## config.mk

```make
export PLATFORM = sky130hd
export DESIGN_NAME = sdcw_chain_walker
export DESIGN_NICKNAME = d
export VERILOG_FILES = /design/src/rtl/sdcw_pkg.sv /design/src/rtl/sdcw_len_scale.sv /design/src/rtl/sdcw_desc_fetch.sv /design/src/rtl/sdcw_chain_walker.sv
export SDC_FILE = /design/constraint.sdc
export NUM_CORES = 1
export LEC_CHECK = 0
export BUFFER_PORTS_ARGS = -buffer_cell sky130_fd_sc_hd__clkbuf_2
export CORE_MARGIN = 2
export CORE_UTILIZATION = 55
export CTS_BUF_LIST = sky130_fd_sc_hd__clkbuf_8
export CTS_CLUSTER_DIAMETER = 150
export CTS_CLUSTER_SIZE = 20
export DETAILED_ROUTE_END_ITERATION = 12
export PLACE_DENSITY = 0.86
export SLEW_MARGIN = 0
export SYNTH_ARGS = -nofsm -noshare
export SYNTH_HDL_FRONTEND = slang
export SYNTH_SLANG_ARGS = --single-unit
```

## constraint.sdc

```tcl
create_clock -name clk -period 2.7 [get_ports clk]
set_clock_uncertainty 0.1 [all_clocks]
set_input_delay 0 -clock clk [delete_from_list [all_inputs] [get_ports clk]]
set_output_delay 0 -clock clk [all_outputs]
set_load 0.01 [all_outputs]
```

## src/rtl/sdcw_pkg.sv

```systemverilog
package sdcw_pkg;
  localparam int WORD_W     = 32;
  localparam int LEN_W      = 9;
  localparam int TMO_W      = 4;
  localparam int FETCH_WDS  = 3;   // words read per descriptor
  localparam int DESC_BYTES = 16;
  localparam int RESP_OFS   = 12;

  // configuration word bit positions
  localparam int B_BLK   = 9;
  localparam int B_DAT   = 11;
  localparam int B_WR    = 12;
  localparam int B_TMO   = 16;
  localparam int B_NOCMD = 20;
  localparam int B_EOC   = 21;

  typedef struct packed {
    logic [LEN_W-1:0] len;
    logic             blk;
    logic             dat;
    logic             wr;
    logic [TMO_W-1:0] tmo;
    logic             nocmd;
    logic             eoc;
  } cfg_t;

  typedef enum logic [2:0] {
    S_IDLE, S_FETCH, S_CHECK, S_CMD, S_WB, S_DATA, S_NEXT
  } walk_st_t;
endpackage

```

## src/rtl/sdcw_len_scale.sv

```systemverilog
module sdcw_len_scale #(
  parameter int LEN_W    = 9,
  parameter int BLK_LOG2 = 9
) (
  input  logic [LEN_W-1:0]          len,
  input  logic                      blk,
  output logic [LEN_W+BLK_LOG2-1:0] bytes
);
  localparam int OUT_W = LEN_W + BLK_LOG2;

  generate
    if (BLK_LOG2 == 0) begin : g_unit
      assign bytes = len;
    end else begin : g_shift
      logic [OUT_W-1:0] as_bytes, as_blocks;
      assign as_bytes  = {{BLK_LOG2{1'b0}}, len};
      assign as_blocks = {len, {BLK_LOG2{1'b0}}};
      assign bytes     = blk ? as_blocks : as_bytes;
    end
  endgenerate
endmodule

```

## src/rtl/sdcw_desc_fetch.sv

```systemverilog
module sdcw_desc_fetch #(
  parameter int NWORDS = 3,
  parameter int WORD_W = 32
) (
  input  logic                          clk,
  input  logic                          rst,
  input  logic                          abort,
  input  logic                          go,
  input  logic [WORD_W-1:0]             base,
  output logic                          rd_req,
  output logic [WORD_W-1:0]             rd_addr,
  input  logic                          rd_valid,
  input  logic [WORD_W-1:0]             rd_data,
  output logic [NWORDS-1:0][WORD_W-1:0] words,
  output logic                          done
);
  localparam int CW = (NWORDS > 1) ? $clog2(NWORDS) : 1;
  localparam logic [CW-1:0]     LAST_W = CW'(NWORDS - 1);
  localparam logic [WORD_W-1:0] STEP   = WORD_W'(WORD_W / 8);

  logic          active;
  logic [CW-1:0] widx;

  always_ff @(posedge clk) begin
    if (rst || abort) begin
      active  <= 1'b0;
      widx    <= '0;
      rd_req  <= 1'b0;
      rd_addr <= '0;
      done    <= 1'b0;
      words   <= '0;
    end else begin
      rd_req <= 1'b0;
      done   <= 1'b0;
      if (go) begin
        active  <= 1'b1;
        widx    <= '0;
        rd_req  <= 1'b1;
        rd_addr <= base;
      end else if (active && rd_valid) begin
        words[widx] <= rd_data;
        if (widx == LAST_W) begin
          active <= 1'b0;
          done   <= 1'b1;
        end else begin
          widx    <= widx + 1'b1;
          rd_req  <= 1'b1;
          rd_addr <= rd_addr + STEP;
        end
      end
    end
  end
endmodule

```

## src/rtl/sdcw_chain_walker.sv

```systemverilog
module sdcw_chain_walker
  import sdcw_pkg::*;
#(
  parameter int MAX_DESC = 256,
  parameter int BLK_LOG2 = 9,
  parameter int BYTES_W  = 18
) (
  input  logic               clk,
  input  logic               rst,
  input  logic               start_wr,
  input  logic [31:0]        start_wdata,
  output logic [31:0]        start_rdata,
  output logic               mem_rd_req,
  output logic [31:0]        mem_rd_addr,
  input  logic               mem_rd_valid,
  input  logic [31:0]        mem_rd_data,
  output logic               mem_wr_en,
  output logic [31:0]        mem_wr_addr,
  output logic [31:0]        mem_wr_data,
  output logic               cmd_req,
  output logic [31:0]        cmd_cfg,
  output logic [31:0]        cmd_arg,
  input  logic               cmd_done,
  input  logic [31:0]        cmd_resp,
  output logic               dat_req,
  output logic               dat_write,
  output logic [31:0]        dat_addr,
  output logic [BYTES_W-1:0] dat_bytes,
  output logic [3:0]         dat_timeout,
  input  logic               dat_done,
  output logic               irq_eoc,
  output logic               irq_err
);
  localparam int IDX_W = (MAX_DESC > 1) ? $clog2(MAX_DESC) : 1;
  localparam logic [IDX_W-1:0]  LAST_IDX = IDX_W'(MAX_DESC - 1);
  localparam logic [WORD_W-1:0] D_STEP   = WORD_W'(DESC_BYTES);
  localparam logic [WORD_W-1:0] R_OFS    = WORD_W'(RESP_OFS);

  walk_st_t                         st;
  logic                             busy_q;
  logic [31:1]                      base_q;
  logic [WORD_W-1:0]                desc_addr;
  logic [IDX_W-1:0]                 dcnt;
  logic [WORD_W-1:0]                cfg_q, arg_q, buf_q;
  cfg_t                             cfg;
  logic                             fetch_go, fetch_done;
  logic [FETCH_WDS-1:0][WORD_W-1:0] fwords;
  logic [BYTES_W-1:0]               bytes_c;
  logic                             misaligned;

  sdcw_desc_fetch #(.NWORDS(FETCH_WDS), .WORD_W(WORD_W)) u_fetch (
    .clk      (clk),
    .rst      (rst),
    .abort    (start_wr),
    .go       (fetch_go),
    .base     (desc_addr),
    .rd_req   (mem_rd_req),
    .rd_addr  (mem_rd_addr),
    .rd_valid (mem_rd_valid),
    .rd_data  (mem_rd_data),
    .words    (fwords),
    .done     (fetch_done)
  );

  always_comb begin
    cfg.len   = cfg_q[LEN_W-1:0];
    cfg.blk   = cfg_q[B_BLK];
    cfg.dat   = cfg_q[B_DAT];
    cfg.wr    = cfg_q[B_WR];
    cfg.tmo   = cfg_q[B_TMO +: TMO_W];
    cfg.nocmd = cfg_q[B_NOCMD];
    cfg.eoc   = cfg_q[B_EOC];
  end

  sdcw_len_scale #(.LEN_W(LEN_W), .BLK_LOG2(BLK_LOG2)) u_scale (
    .len   (cfg.len),
    .blk   (cfg.blk),
    .bytes (bytes_c)
  );

  assign misaligned = cfg.dat && (buf_q[2:0] != 3'b000);

  always_ff @(posedge clk) begin
    if (rst) begin
      st          <= S_IDLE;
      busy_q      <= 1'b0;
      base_q      <= '0;
      desc_addr   <= '0;
      dcnt        <= '0;
      cfg_q       <= '0;
      arg_q       <= '0;
      buf_q       <= '0;
      fetch_go    <= 1'b0;
      cmd_req     <= 1'b0;
      dat_req     <= 1'b0;
      dat_bytes   <= '0;
      mem_wr_en   <= 1'b0;
      mem_wr_addr <= '0;
      mem_wr_data <= '0;
      irq_eoc     <= 1'b0;
      irq_err     <= 1'b0;
    end else begin
      fetch_go  <= 1'b0;
      mem_wr_en <= 1'b0;
      if (start_wr) begin
        cmd_req <= 1'b0;
        dat_req <= 1'b0;
        base_q  <= start_wdata[31:1];
        if (start_wdata[0]) begin
          busy_q    <= 1'b1;
          desc_addr <= {start_wdata[31:4], 4'b0000};
          dcnt      <= '0;
          irq_eoc   <= 1'b0;
          irq_err   <= 1'b0;
          fetch_go  <= 1'b1;
          st        <= S_FETCH;
        end else begin
          busy_q <= 1'b0;
          st     <= S_IDLE;
        end
      end else begin
        case (st)
          S_IDLE: ;
          S_FETCH: begin
            if (fetch_done) begin
              cfg_q <= fwords[0];
              arg_q <= fwords[1];
              buf_q <= fwords[2];
              st    <= S_CHECK;
            end
          end
          S_CHECK: begin
            if (misaligned) begin
              irq_err <= 1'b1;
              busy_q  <= 1'b0;
              st      <= S_IDLE;
            end else if (!cfg.nocmd) begin
              cmd_req <= 1'b1;
              st      <= S_CMD;
            end else if (cfg.dat) begin
              dat_req   <= 1'b1;
              dat_bytes <= bytes_c;
              st        <= S_DATA;
            end else begin
              st <= S_NEXT;
            end
          end
          S_CMD: begin
            if (cmd_done) begin
              cmd_req     <= 1'b0;
              mem_wr_en   <= 1'b1;
              mem_wr_addr <= desc_addr + R_OFS;
              mem_wr_data <= cmd_resp;
              st          <= S_WB;
            end
          end
          S_WB: begin
            if (cfg.dat) begin
              dat_req   <= 1'b1;
              dat_bytes <= bytes_c;
              st        <= S_DATA;
            end else begin
              st <= S_NEXT;
            end
          end
          S_DATA: begin
            if (dat_done) begin
              dat_req <= 1'b0;
              st      <= S_NEXT;
            end
          end
          S_NEXT: begin
            if (cfg.eoc) begin
              irq_eoc <= 1'b1;
              busy_q  <= 1'b0;
              st      <= S_IDLE;
            end else if (dcnt == LAST_IDX) begin
              irq_err <= 1'b1;
              busy_q  <= 1'b0;
              st      <= S_IDLE;
            end else begin
              dcnt      <= dcnt + 1'b1;
              desc_addr <= desc_addr + D_STEP;
              fetch_go  <= 1'b1;
              st        <= S_FETCH;
            end
          end
          default: st <= S_IDLE;
        endcase
      end
    end
  end

  assign start_rdata = {base_q, busy_q};
  assign cmd_cfg     = cfg_q;
  assign cmd_arg     = arg_q;
  assign dat_addr    = buf_q;
  assign dat_write   = cfg.wr;
  assign dat_timeout = cfg.tmo;
endmodule

```

Word level (Yosys, flattened, before mapping)
Index checks and enable logic that the tools add are counted. Widths: inputs -> output; s select.

Add/sub/neg operators: 5. Eq/ne operators: 25. Order comparisons: 2. Bitwise operators: 5. Reductions and logical operators: 32. Mux-type cells: 68.

Operator list (count): $mux 32 (9); $bwmux 96 (1); $mux 18 (4); $demux 32 s2 (1); $mux 8 (5); $pmux 18 s2 (1); $mux 1 (35); $add 32x3->32 const B (1); $add 32x4->32 const B (1); $add 32x5->32 const B (1); $pmux 3 s7 (1); $reduce_and 4->1 (5); $mux 3 (6); $ne 2x2->1 const B (9); $ne 3x3->1 const B (5); $reduce_and 3->1 (4); $reduce_bool 2->1 (6); $eq 3x3->1 const B (3); $reduce_bool 3->1 (3); $add 8x1->8 const B (1); $eq 8x8->1 const B (1); $reduce_and 2->1 (4); $eq 3x2->1 const B (2); $pmux 1 s2 (3); other kinds (17) (25).

Register bits: 392. Output and inout bits: 253. Input port bits: 102. Word-level logic and storage cells: 162.

Longest topological paths before layout
Gate-level depths: netlist (run 1).

Depth after elaboration: 5. Gate-level depth with buffers: 8. Mapped depth without buffers: 7.

By module
Synthesis (run 1) repeated with hierarchy kept, for this count alone.

Cell total of the unflattened synthesis: 1795. Area total of the unflattened synthesis: 15110.7 sq um.

By module, submodules not included: sdcw_chain_walker (cells an instance 1192, seq. area each 5044.8 sq um, instances 1, area an instance 9833.2 sq um); sdcw_desc_fetch (cells an instance 584, seq. area each 2662.6 sq um, instances 1, area an instance 5143.7 sq um); sdcw_len_scale (cells an instance 19, seq. area each 0.0 sq um, instances 1, area an instance 133.9 sq um).

Worst setup path before layout (run 1)
OpenSTA, ideal clock, no wires.

Kind: reg2reg. Start: reg u_fetch.widx[0]. End: reg u_fetch.rd_addr[31]. Arrival: 1972 ps. Stages on the path, launching flop included: 8. Slack: 554 ps. Library setup time: 74 ps. Path buffers: 0. Clock period less this slack: 2146 ps. Required time: 2526 ps. Path through: dfxtp_1 > inv_1 > ha_1 > nand3b_1 > nor4_2 > nand2_1 > or4_1 > a31oi_1.

Longest elaborated chain between the ends: 3.

RTL lines: start, declared (RTL line sdcw_desc_fetch.sv:22) `logic [CW-1:0] widx;`; start signal, assigned (RTL line sdcw_desc_fetch.sv:46) `widx <= widx + 1'b1;`; $eq 2x2->1 (RTL line sdcw_desc_fetch.sv:42) `if (widx == LAST_W) begin`; $ne 2x2->1 (no line); $reduce_and 2->1 (no line); end signal, assigned (RTL line sdcw_desc_fetch.sv:39) `rd_addr <= base;`; end signal, assigned (RTL line sdcw_desc_fetch.sv:48) `rd_addr <= rd_addr + STEP;`; end, declared (RTL line sdcw_desc_fetch.sv:11) `output logic [WORD_W-1:0] rd_addr,`.

Every way passes these cells. A chain may end at the register's enable or synchronous reset.

Final worst setup path (run 1)
Start: reg desc_addr[9]. End: reg desc_addr[13].

Longest elaborated chain between the ends: 5.

RTL lines: start, declared (RTL line sdcw_chain_walker.sv:42) `logic [WORD_W-1:0] desc_addr;`; start signal, assigned (RTL line sdcw_chain_walker.sv:111) `desc_addr <= {start_wdata[31:4], 4'b0000};`; start signal, assigned (RTL line sdcw_chain_walker.sv:183) `desc_addr <= desc_addr + D_STEP;`; $add 32x5->32 (RTL line sdcw_chain_walker.sv:183); $mux 32 (RTL line sdcw_chain_walker.sv:177) `end else if (dcnt == LAST_IDX) begin`; $mux 32 (RTL line sdcw_chain_walker.sv:173) `if (cfg.eoc) begin`; $mux 32 (RTL line sdcw_chain_walker.sv:122) `case (st)`; $mux 32 (RTL line sdcw_chain_walker.sv:105) `if (start_wr) begin`.

Every way passes these cells. The select of a mux whose other input is x is not followed.

==> key figures, run 1 <==
CTS
  – Post-CTS setup buffer count: 0
  – Total CTS buffers: 23
  – Clk sinks: 383
  – Clock insertion delay at the later pin of the skew report: ~570 ps
  – # H-tree levels: 1
  – Longest Clk Path Bufs: 3
  – CTS Root Cell: clkbuf_8
  – CTS tree: yes
  – CTS clk-pin slew, worst paths: about 130 ps

Worst setup path
  – Worst Path Arrival: ~2900 ps
  – CP Launch Type: flop
  – Crit Path Max Fanout: 9
  – Crit path buffers/inverters: 2
  – Required @ worst endpoint: approximately 3000 ps
  – Max stage delay on crit path: between 500 and 600 ps
  – Critical path cell sequence: and4_1 > and4_1 > buf_4 > a21oi_1 > o21ai_0 > a21oi_1 > dlygate4sd3_1
  – CP max-delay cell: dlygate4sd3_1
  – Crit Path Class: reg -> reg
  – Cell family with most CP delay: buffers and inverters
  – CP Capture Type: flop

Floorplanning
  – I/O Pins: approximately 360
  – Die Width: roughly 170 µm
  – Die area: 28200 µm²
  – Rows: 60
  – Die H: between 150 and 200 µm
  – Initial Util: 55.4%
  – Total core area: ~27000 µm²

Route
  – Wire length on met3: approximately 4300 µm
  – Routed length on met2: 21100 µm
  – Met1 Routed Length: ~18000 µm
  – Post-Route WL: around 45000 µm
  – WL per Instance: about 18 µm
  – Detail Route Antenna Nets: 0
  – # DRC: 0
  – Pre-antenna DRT Iters: 5
  – Total number of vias: between 10000 and 15000
  – Via/cell ratio: a little under 6
  – Max layer used: met4
  – Drt initial violations: between 1000 and 1500

Timing
  – Count of final hold-check violations: 0
  – RSZ-0062 raised after global routing: no
  – Setup TNS: 0 ps
  – Setup-failing EPs final: 0
  – Worst slew pin tran: about 1200 ps
  – Final period util: 93.9%
  – Post-route minimum period: roughly 2500 ps
  – F_max: 395 MHz
  – Slew HR: between 20 and 25%
  – Fin. max-slew vios: 0

Final layout
  – Commonest non-fill, non-tap cell in the layout: nand2_1
  – Synth-to-Final Area Change: 23.1%
  – Share of cells above drive strength 1: roughly 20%
  – Final #Nets: 2273
  – Final Util: around 68%
  – Area of the multi-input gates: between 6000 and 7000 µm²
  – Most frequent cells in the layout: 488 x nand2_1, 383 x dfxtp_1, 348 x clkbuf_2
  – Fill cells: just over 2000
  – Register area: 7670 µm²

Global routing
  – Grt ovf: 0
  – Antenna violations before repair: 1
  – Largest net degree at the start of global routing: between 100 and 150
  – Total GRT Usage: 30.6%
  – Vias in the first global route: 13721
  – First-pass GRT wire length: just over 70000 µm

Synthesis
  – Register area share after synthesis: between 50% and 60%
  – Synth Area per Inst: approximately 8.3 µm²
  – EDFF count, synth: 0
  – Main flop type after synthesis: dfxtp_1
  – Synth cell types: 73
  – Cell area after synthesis: between 10000 and 15000 µm²
  – Asr flop ratio synth: 0%
  – #FFs+latches synth: 383
  – Post-synthesis cell count: 1778
  – Yosys warning total: 0

Pwr
  – VDD IR max: roughly 0.00053 V
  – P per Cell Area: ~490 nW/µm²
  – Power Total: 0.00900 W
  – Static leakage: slightly above 7 nW

Placed design
  – GP Congestion: ~0.93
  – Post-DP HPWL: a little under 30000 µm
  – PortBufs: between 300 and 400

Job
  – MaxCap Viol Count: 0

Worst hold path
  – Hold WC Path Type: in -> reg

Outcome
  – Status: finished clean
-- state kept, by name (all words and copies together), names as in the netlist, 2 cells and up --
| name | count |
|---|---|
| base_q | 31 |
| u_fetch.widx | 2 |
| u_fetch.words | 96 |
| dcnt | 8 |
| mem_wr_addr | 29 |
| cmd_cfg | 32 |
| u_fetch.rd_addr | 30 |
| dat_addr | 32 |
| cmd_arg | 32 |
| desc_addr | 28 |
| dat_bytes | 18 |
| mem_wr_data | 32 |
| st | 3 |
-- path summary, 6_finish.rpt --
kind,cells after the start,endpoint,slack [ps],from
worst max register to register,7,desc_addr[13]$_SDFFE_PP0P_,170,desc_addr[9]$_SDFFE_PP0P_
worst min-delay path,4,mem_wr_data[14]$_SDFFE_PP0P_,100,cmd_resp[14]
worst max-delay path,7,desc_addr[13]$_SDFFE_PP0P_,170,desc_addr[9]$_SDFFE_PP0P_
worst min register to register,2,cmd_arg[17]$_SDFFE_PP0P_,360,u_fetch.words[49]$_SDFFE_PP0P_
-- metal layers --
layer / track usage (%) / vias to the layer above
met5: 0 / -
met4: 13.2 / 0
met3: 5.85 / 151
met2: 51.3 / 818
met1: 38.7 / 6699
li1: - / 6775
-- synthesized netlist by cell type, types with 8 or more instances --
library cell    n  share of area, %
dfxtp_1       383                52
a22o_1         32               1.9
and4_1         10              0.59
xor2_1         10              0.59
xnor2_1        25               1.5
clkbuf_1       98               2.5
o21ai_0        35               1.2
a21oi_1       299                10
a211oi_1       13              0.66
and3_1         12              0.51
buf_4          12              0.61
nor4_1          9              0.38
nor2_1         69               1.7
nand4_1        19              0.80
nand3b_1       12              0.61
mux2i_1        47               3.2
inv_1          24              0.61
nand2_1       489                12
buf_1           8              0.20
buf_2          19              0.64
nor3_1         20              0.68
nand3_1        29              0.98
-- worst register-to-register path, cell delays in order (launching register included) --
cell           delay [ps]
dfxtp_1               550
and4_1                330
and4_1                320
buf_4                 200
a21oi_1                80
o21ai_0               190
a21oi_1                80
dlygate4sd3_1         580
-- cell families (layout without fill, tap and decap cells) --
| family | after synthesis | in the layout | synth area share (%) |
|---|---|---|---|
| other cells | 1 | 5 | 0.0253 |
| flops | 383 | 383 | 51.8 |
| simple gates | 703 | 703 | 20.6 |
| xor+xnor | 35 | 35 | 2.07 |
| mux | 47 | 47 | 3.18 |
| compound gates | 438 | 438 | 17.1 |
| fa+ha+maj | 6 | 6 | 0.507 |
| buf+inv | 165 | 548 | 4.66 |
-- repair_timing --
| action | 4_1_cts | 5_1_grt |
|---|---|---|
| setup endpoints to repair | 0 | 2 |
| hold endpoints to repair | 340 | 0 |
| hold buffers | 110 | 0 |
| gates resized for setup | 0 | 1 |
-- where the power goes --
| group | total [W] | internal (W) | leakage, nW | switching [W] |
|---|---|---|---|---|
| Combinational | 0.000662 | 0.000290 | 3.80 | 0.000373 |
| Sequential | 0.00579 | 0.00571 | 3.10 | 0.0000804 |
| Clock | 0.00254 | 0.000795 | 0.175 | 0.00175 |
| Total | 0.00900 | 0.00680 | 7.08 | 0.00220 |
-- through the flow --
step / hold WS (ps) / instance area [µm²] / worst slack [ps] / std cells
2_1_floorplan: 25.7 / 14800 / 554 / 1781
3_3_place_gp: 125 / 16800 / 381 / 2371
3_5_place_dp: 130 / 16800 / 298 / 2371
4_1_cts: 48.6 / 18200 / 157 / 2505
5_1_grt: 74.4 / 18200 / 38.8 / 2506
6_report: 99.2 / 18200 / 166 / 2506
-- cell type report --
type	instances	share of cell area, %
antenna	1	0.0137
clock buffer	23	1.74
clock inverter	1	0.110
inverter	26	0.536
multi-input combinational	1233	35.6
sequential	383	42.1
tap	341	2.34
timing repair buffer	498	17.5
No activity file was read; power rests on OpenSTA's default activity.
==> run 2: changes to the inputs <==
--- a/config.mk
+++ b/config.mk
@@ -12,8 +12,8 @@
 export CTS_CLUSTER_DIAMETER = 150
 export CTS_CLUSTER_SIZE = 20
 export DETAILED_ROUTE_END_ITERATION = 12
-export PLACE_DENSITY = 0.86
-export SLEW_MARGIN = 0
+export PLACE_DENSITY = 0.82
+export SLEW_MARGIN = 30
 export SYNTH_ARGS = -nofsm -noshare
 export SYNTH_HDL_FRONTEND = slang
 export SYNTH_SLANG_ARGS = --single-unit
==> key figures, run 2 (synthesized netlist as in run 1, its figures left out) <==
Route
  – Total number of vias: 14430 (-0.090%)
  – Drt initial violations: 1437 (-2.3%)
  – WL per Instance: 17.8 µm (-1.5%)
  – # DRC: 0 (unchanged)
  – Pre-antenna DRT Iters: 5 (unchanged)
  – Post-Route WL: 44900 µm (-0.68%)
  – Via/cell ratio: 5.71 (-0.92%)
  – Detail Route Antenna Nets: 0 (unchanged)

Worst setup path
  – Crit path buffers/inverters: 2 (unchanged)
  – Required @ worst endpoint: 3150 ps (+70 ps)
  – CP Capture Type: flop
  – Crit Path Max Fanout: 22 (+13)
  – CP Launch Type: flop
  – R2R setup slack: 150 ps (-20 ps)
  – Max stage delay on crit path: 600 ps (+20 ps)
  – Critical path cell sequence: and4bb_2 > o211a_1 > buf_4 > and2_1 > o22ai_1 > a21oi_1 > dlygate4sd3_1
  – Crit Path Class: reg -> reg
  – Reg2reg end: desc_addr[12]$_SDFFE_PP0P_
  – Worst r2r src: st[2]$_SDFFE_PP0P_
  – Worst setup path start: st[2]$_SDFFE_PP0P_
  – Worst Path Arrival: 3000 ps (+80 ps)
  – CP max-delay cell: dfxtp_1
  – Worst r2r path cells: 7 (unchanged)
  – Cell family with most CP delay: buffers and inverters

Timing
  – Final period util: 94.6% (+0.76 points)
  – Slew HR: 37.8% (+18 points)
  – F_max: 391 MHz (-0.81%)
  – Post-route minimum period: 2550 ps (+20.6 ps)
  – WHS: 95.7 ps (-3.41 ps)
  – Worst slew pin tran: 930 ps (-269 ps)
  – Count of final hold-check violations: 0 (unchanged)
  – Fin. max-slew vios: 0 (unchanged)
  – Setup TNS: 0 ps (unchanged)
  – RSZ-0062 raised after global routing: no
  – Setup-failing EPs final: 0 (unchanged)

Final layout
  – Share of cells above drive strength 1: 19.7% (-0.38 points)
  – Register area: 7670 µm² (unchanged)
  – Area of the multi-input gates: 6490 µm² (unchanged)
  – Most frequent cells in the layout: 488 x nand2_1, 383 x dfxtp_1, 348 x clkbuf_2
  – Synth-to-Final Area Change: 25.0%
  – Inserted Diodes: 0 (-1)
  – Final #Nets: 2294 (+0.92%)
  – Commonest non-fill, non-tap cell in the layout: nand2_1
  – Max FFs per register: 96 (unchanged)
  – Register with the most flip-flops: u_fetch.words
  – Fill cells: 2096 (+1.4%)

CTS
  – Post_cts resized: 0 (unchanged)
  – Total CTS buffers: 23 (unchanged)
  – CTS Root Cell: clkbuf_8
  – Longest Clk Path Bufs: 3 (unchanged)
  – # H-tree levels: 1 (unchanged)
  – Clk sinks: 383 (unchanged)
  – CTS tree: yes
  – Clock insertion delay at the later pin of the skew report: 600 ps (+30 ps)
  – CTS clk-pin slew, worst paths: 120 ps (about the same)

Worst hold path
  – Hold WC Path Type: in -> reg
  – Hold Path End: u_fetch.words[81]$_SDFFE_PP0P_
  – Depth of the worst hold-timing path: 3 (-1)
  – Hold wc startpoint: mem_rd_data[17]

Global routing
  – Total GRT Usage: 30.4% (-0.24 points)
  – Vias in the first global route: 13629 (-0.67%)
  – Largest net degree at the start of global routing: 237 (+100%)
  – Antenna violations before repair: 0 (-1)
  – Grt ovf: 0 (unchanged)
  – First-pass GRT wire length: 70800 µm (-0.31%)

Floorplanning
  – Rows: 60 (unchanged)
  – Total core area: 26700 µm² (unchanged)
  – Die area: 28200 µm² (unchanged)
  – Initial Util: 55.4% (unchanged)
  – Die Width: 168 µm (unchanged)
  – I/O Pins: 355 (unchanged)
  – Die H: 168 µm (unchanged)

Pwr
  – Static leakage: 7.20 nW (+1.8%)
  – VDD IR max: 0.000485 V (-8.6%)
  – P per Cell Area: 486 nW/µm² (-1.7%)

Job
  – MaxCap Viol Count: 0 (unchanged)

Placed design
  – Post-DP HPWL: 27800 µm (-5.2%)
  – PortBufs: 350 (unchanged)
  – GP Congestion: 0.905 (-2.8%)

Outcome
  – Status: finished clean
[run 2: cell types whose count changed in the layout (fill, tap and decap cells not counted), sizes merged]
cell,previous run,this run
dlygate4sd3,110,135
buf,40,36
clkinvlp,0,1
diode,1,0
[run 2: cell type report]
| cell class | count | share of cell area, % |
|---|---|---|
| multi-input cells | 1233 | 35.1 |
| flip-flops and latches | 383 | 41.4 |
| well taps | 341 | 2.30 |
| clock inverters | 2 | 0.149 |
| inverters | 26 | 0.527 |
| clock buffers | 23 | 1.71 |
| repair buffers | 519 | 18.8 |
[run 2: worst register-to-register path: cells and delay by family (launching register included)]
family | cells | cell delay, ps
AOI/OAI and AO/OA | 3 | 420
and+or+nand+nor | 2 | 560
DFF | 1 | 600
buffers and inverters | 2 | 830
[run 2: worst max path at each step]
stage	endpoint	slack [ps]	cells past startpoint
floorplan	u_fetch.rd_addr[31]$_SDFFE_PP0P_	550	7
global route	mem_wr_data[30]$_SDFFE_PP0P_	10	7
finish	desc_addr[12]$_SDFFE_PP0P_	150	7
detailed placement	desc_addr[28]$_SDFFE_PP0P_	360	6
global placement	u_fetch.rd_addr[25]$_SDFFE_PP0P_	420	7
CTS	mem_wr_data[30]$_SDFFE_PP0P_	10	7
[run 2: report_power, final]
part | leakage (nW) | total [W] | internal [W] | switching, W
clock network | 0.175 | 0.00254 | 0.000796 | 0.00175
registers | 3.10 | 0.00580 | 0.00571 | 0.0000819
logic | 3.93 | 0.000652 | 0.000287 | 0.000365
[run 2: per-stage QoR]
step                      instance area (µm²)  total power (W)  instances  util (%)  setup slack, ps
final                                   18500          0.00899       2527      69.3              145
after global routing                    18500          0.00928       2527      69.3             13.0
after CTS                               18500          0.00901       2525      69.1             14.8
after detailed placement                16800          0.00643       2365      62.8              360
after global placement                  16800          0.00641       2364      62.7              420
after floorplan                         14800          0.00618       1781         -              554
[run 2: layer usage]
layer  track usage, %  vias to the layer above  routed length [µm]
met2             51.9                      684               21300
met1             38.0                     6784               18000
li1                 -                     6827                   -
met5                0                        -                   0
met3             5.29                      135                3570
met4             13.0                        0                2000
[run 2: what timing repair did]
action                                  CTS  global route
endpoints found under the setup margin    0            17
setup buffers                             0             1
hold buffers                            135             0
hold endpoints to repair                263             0
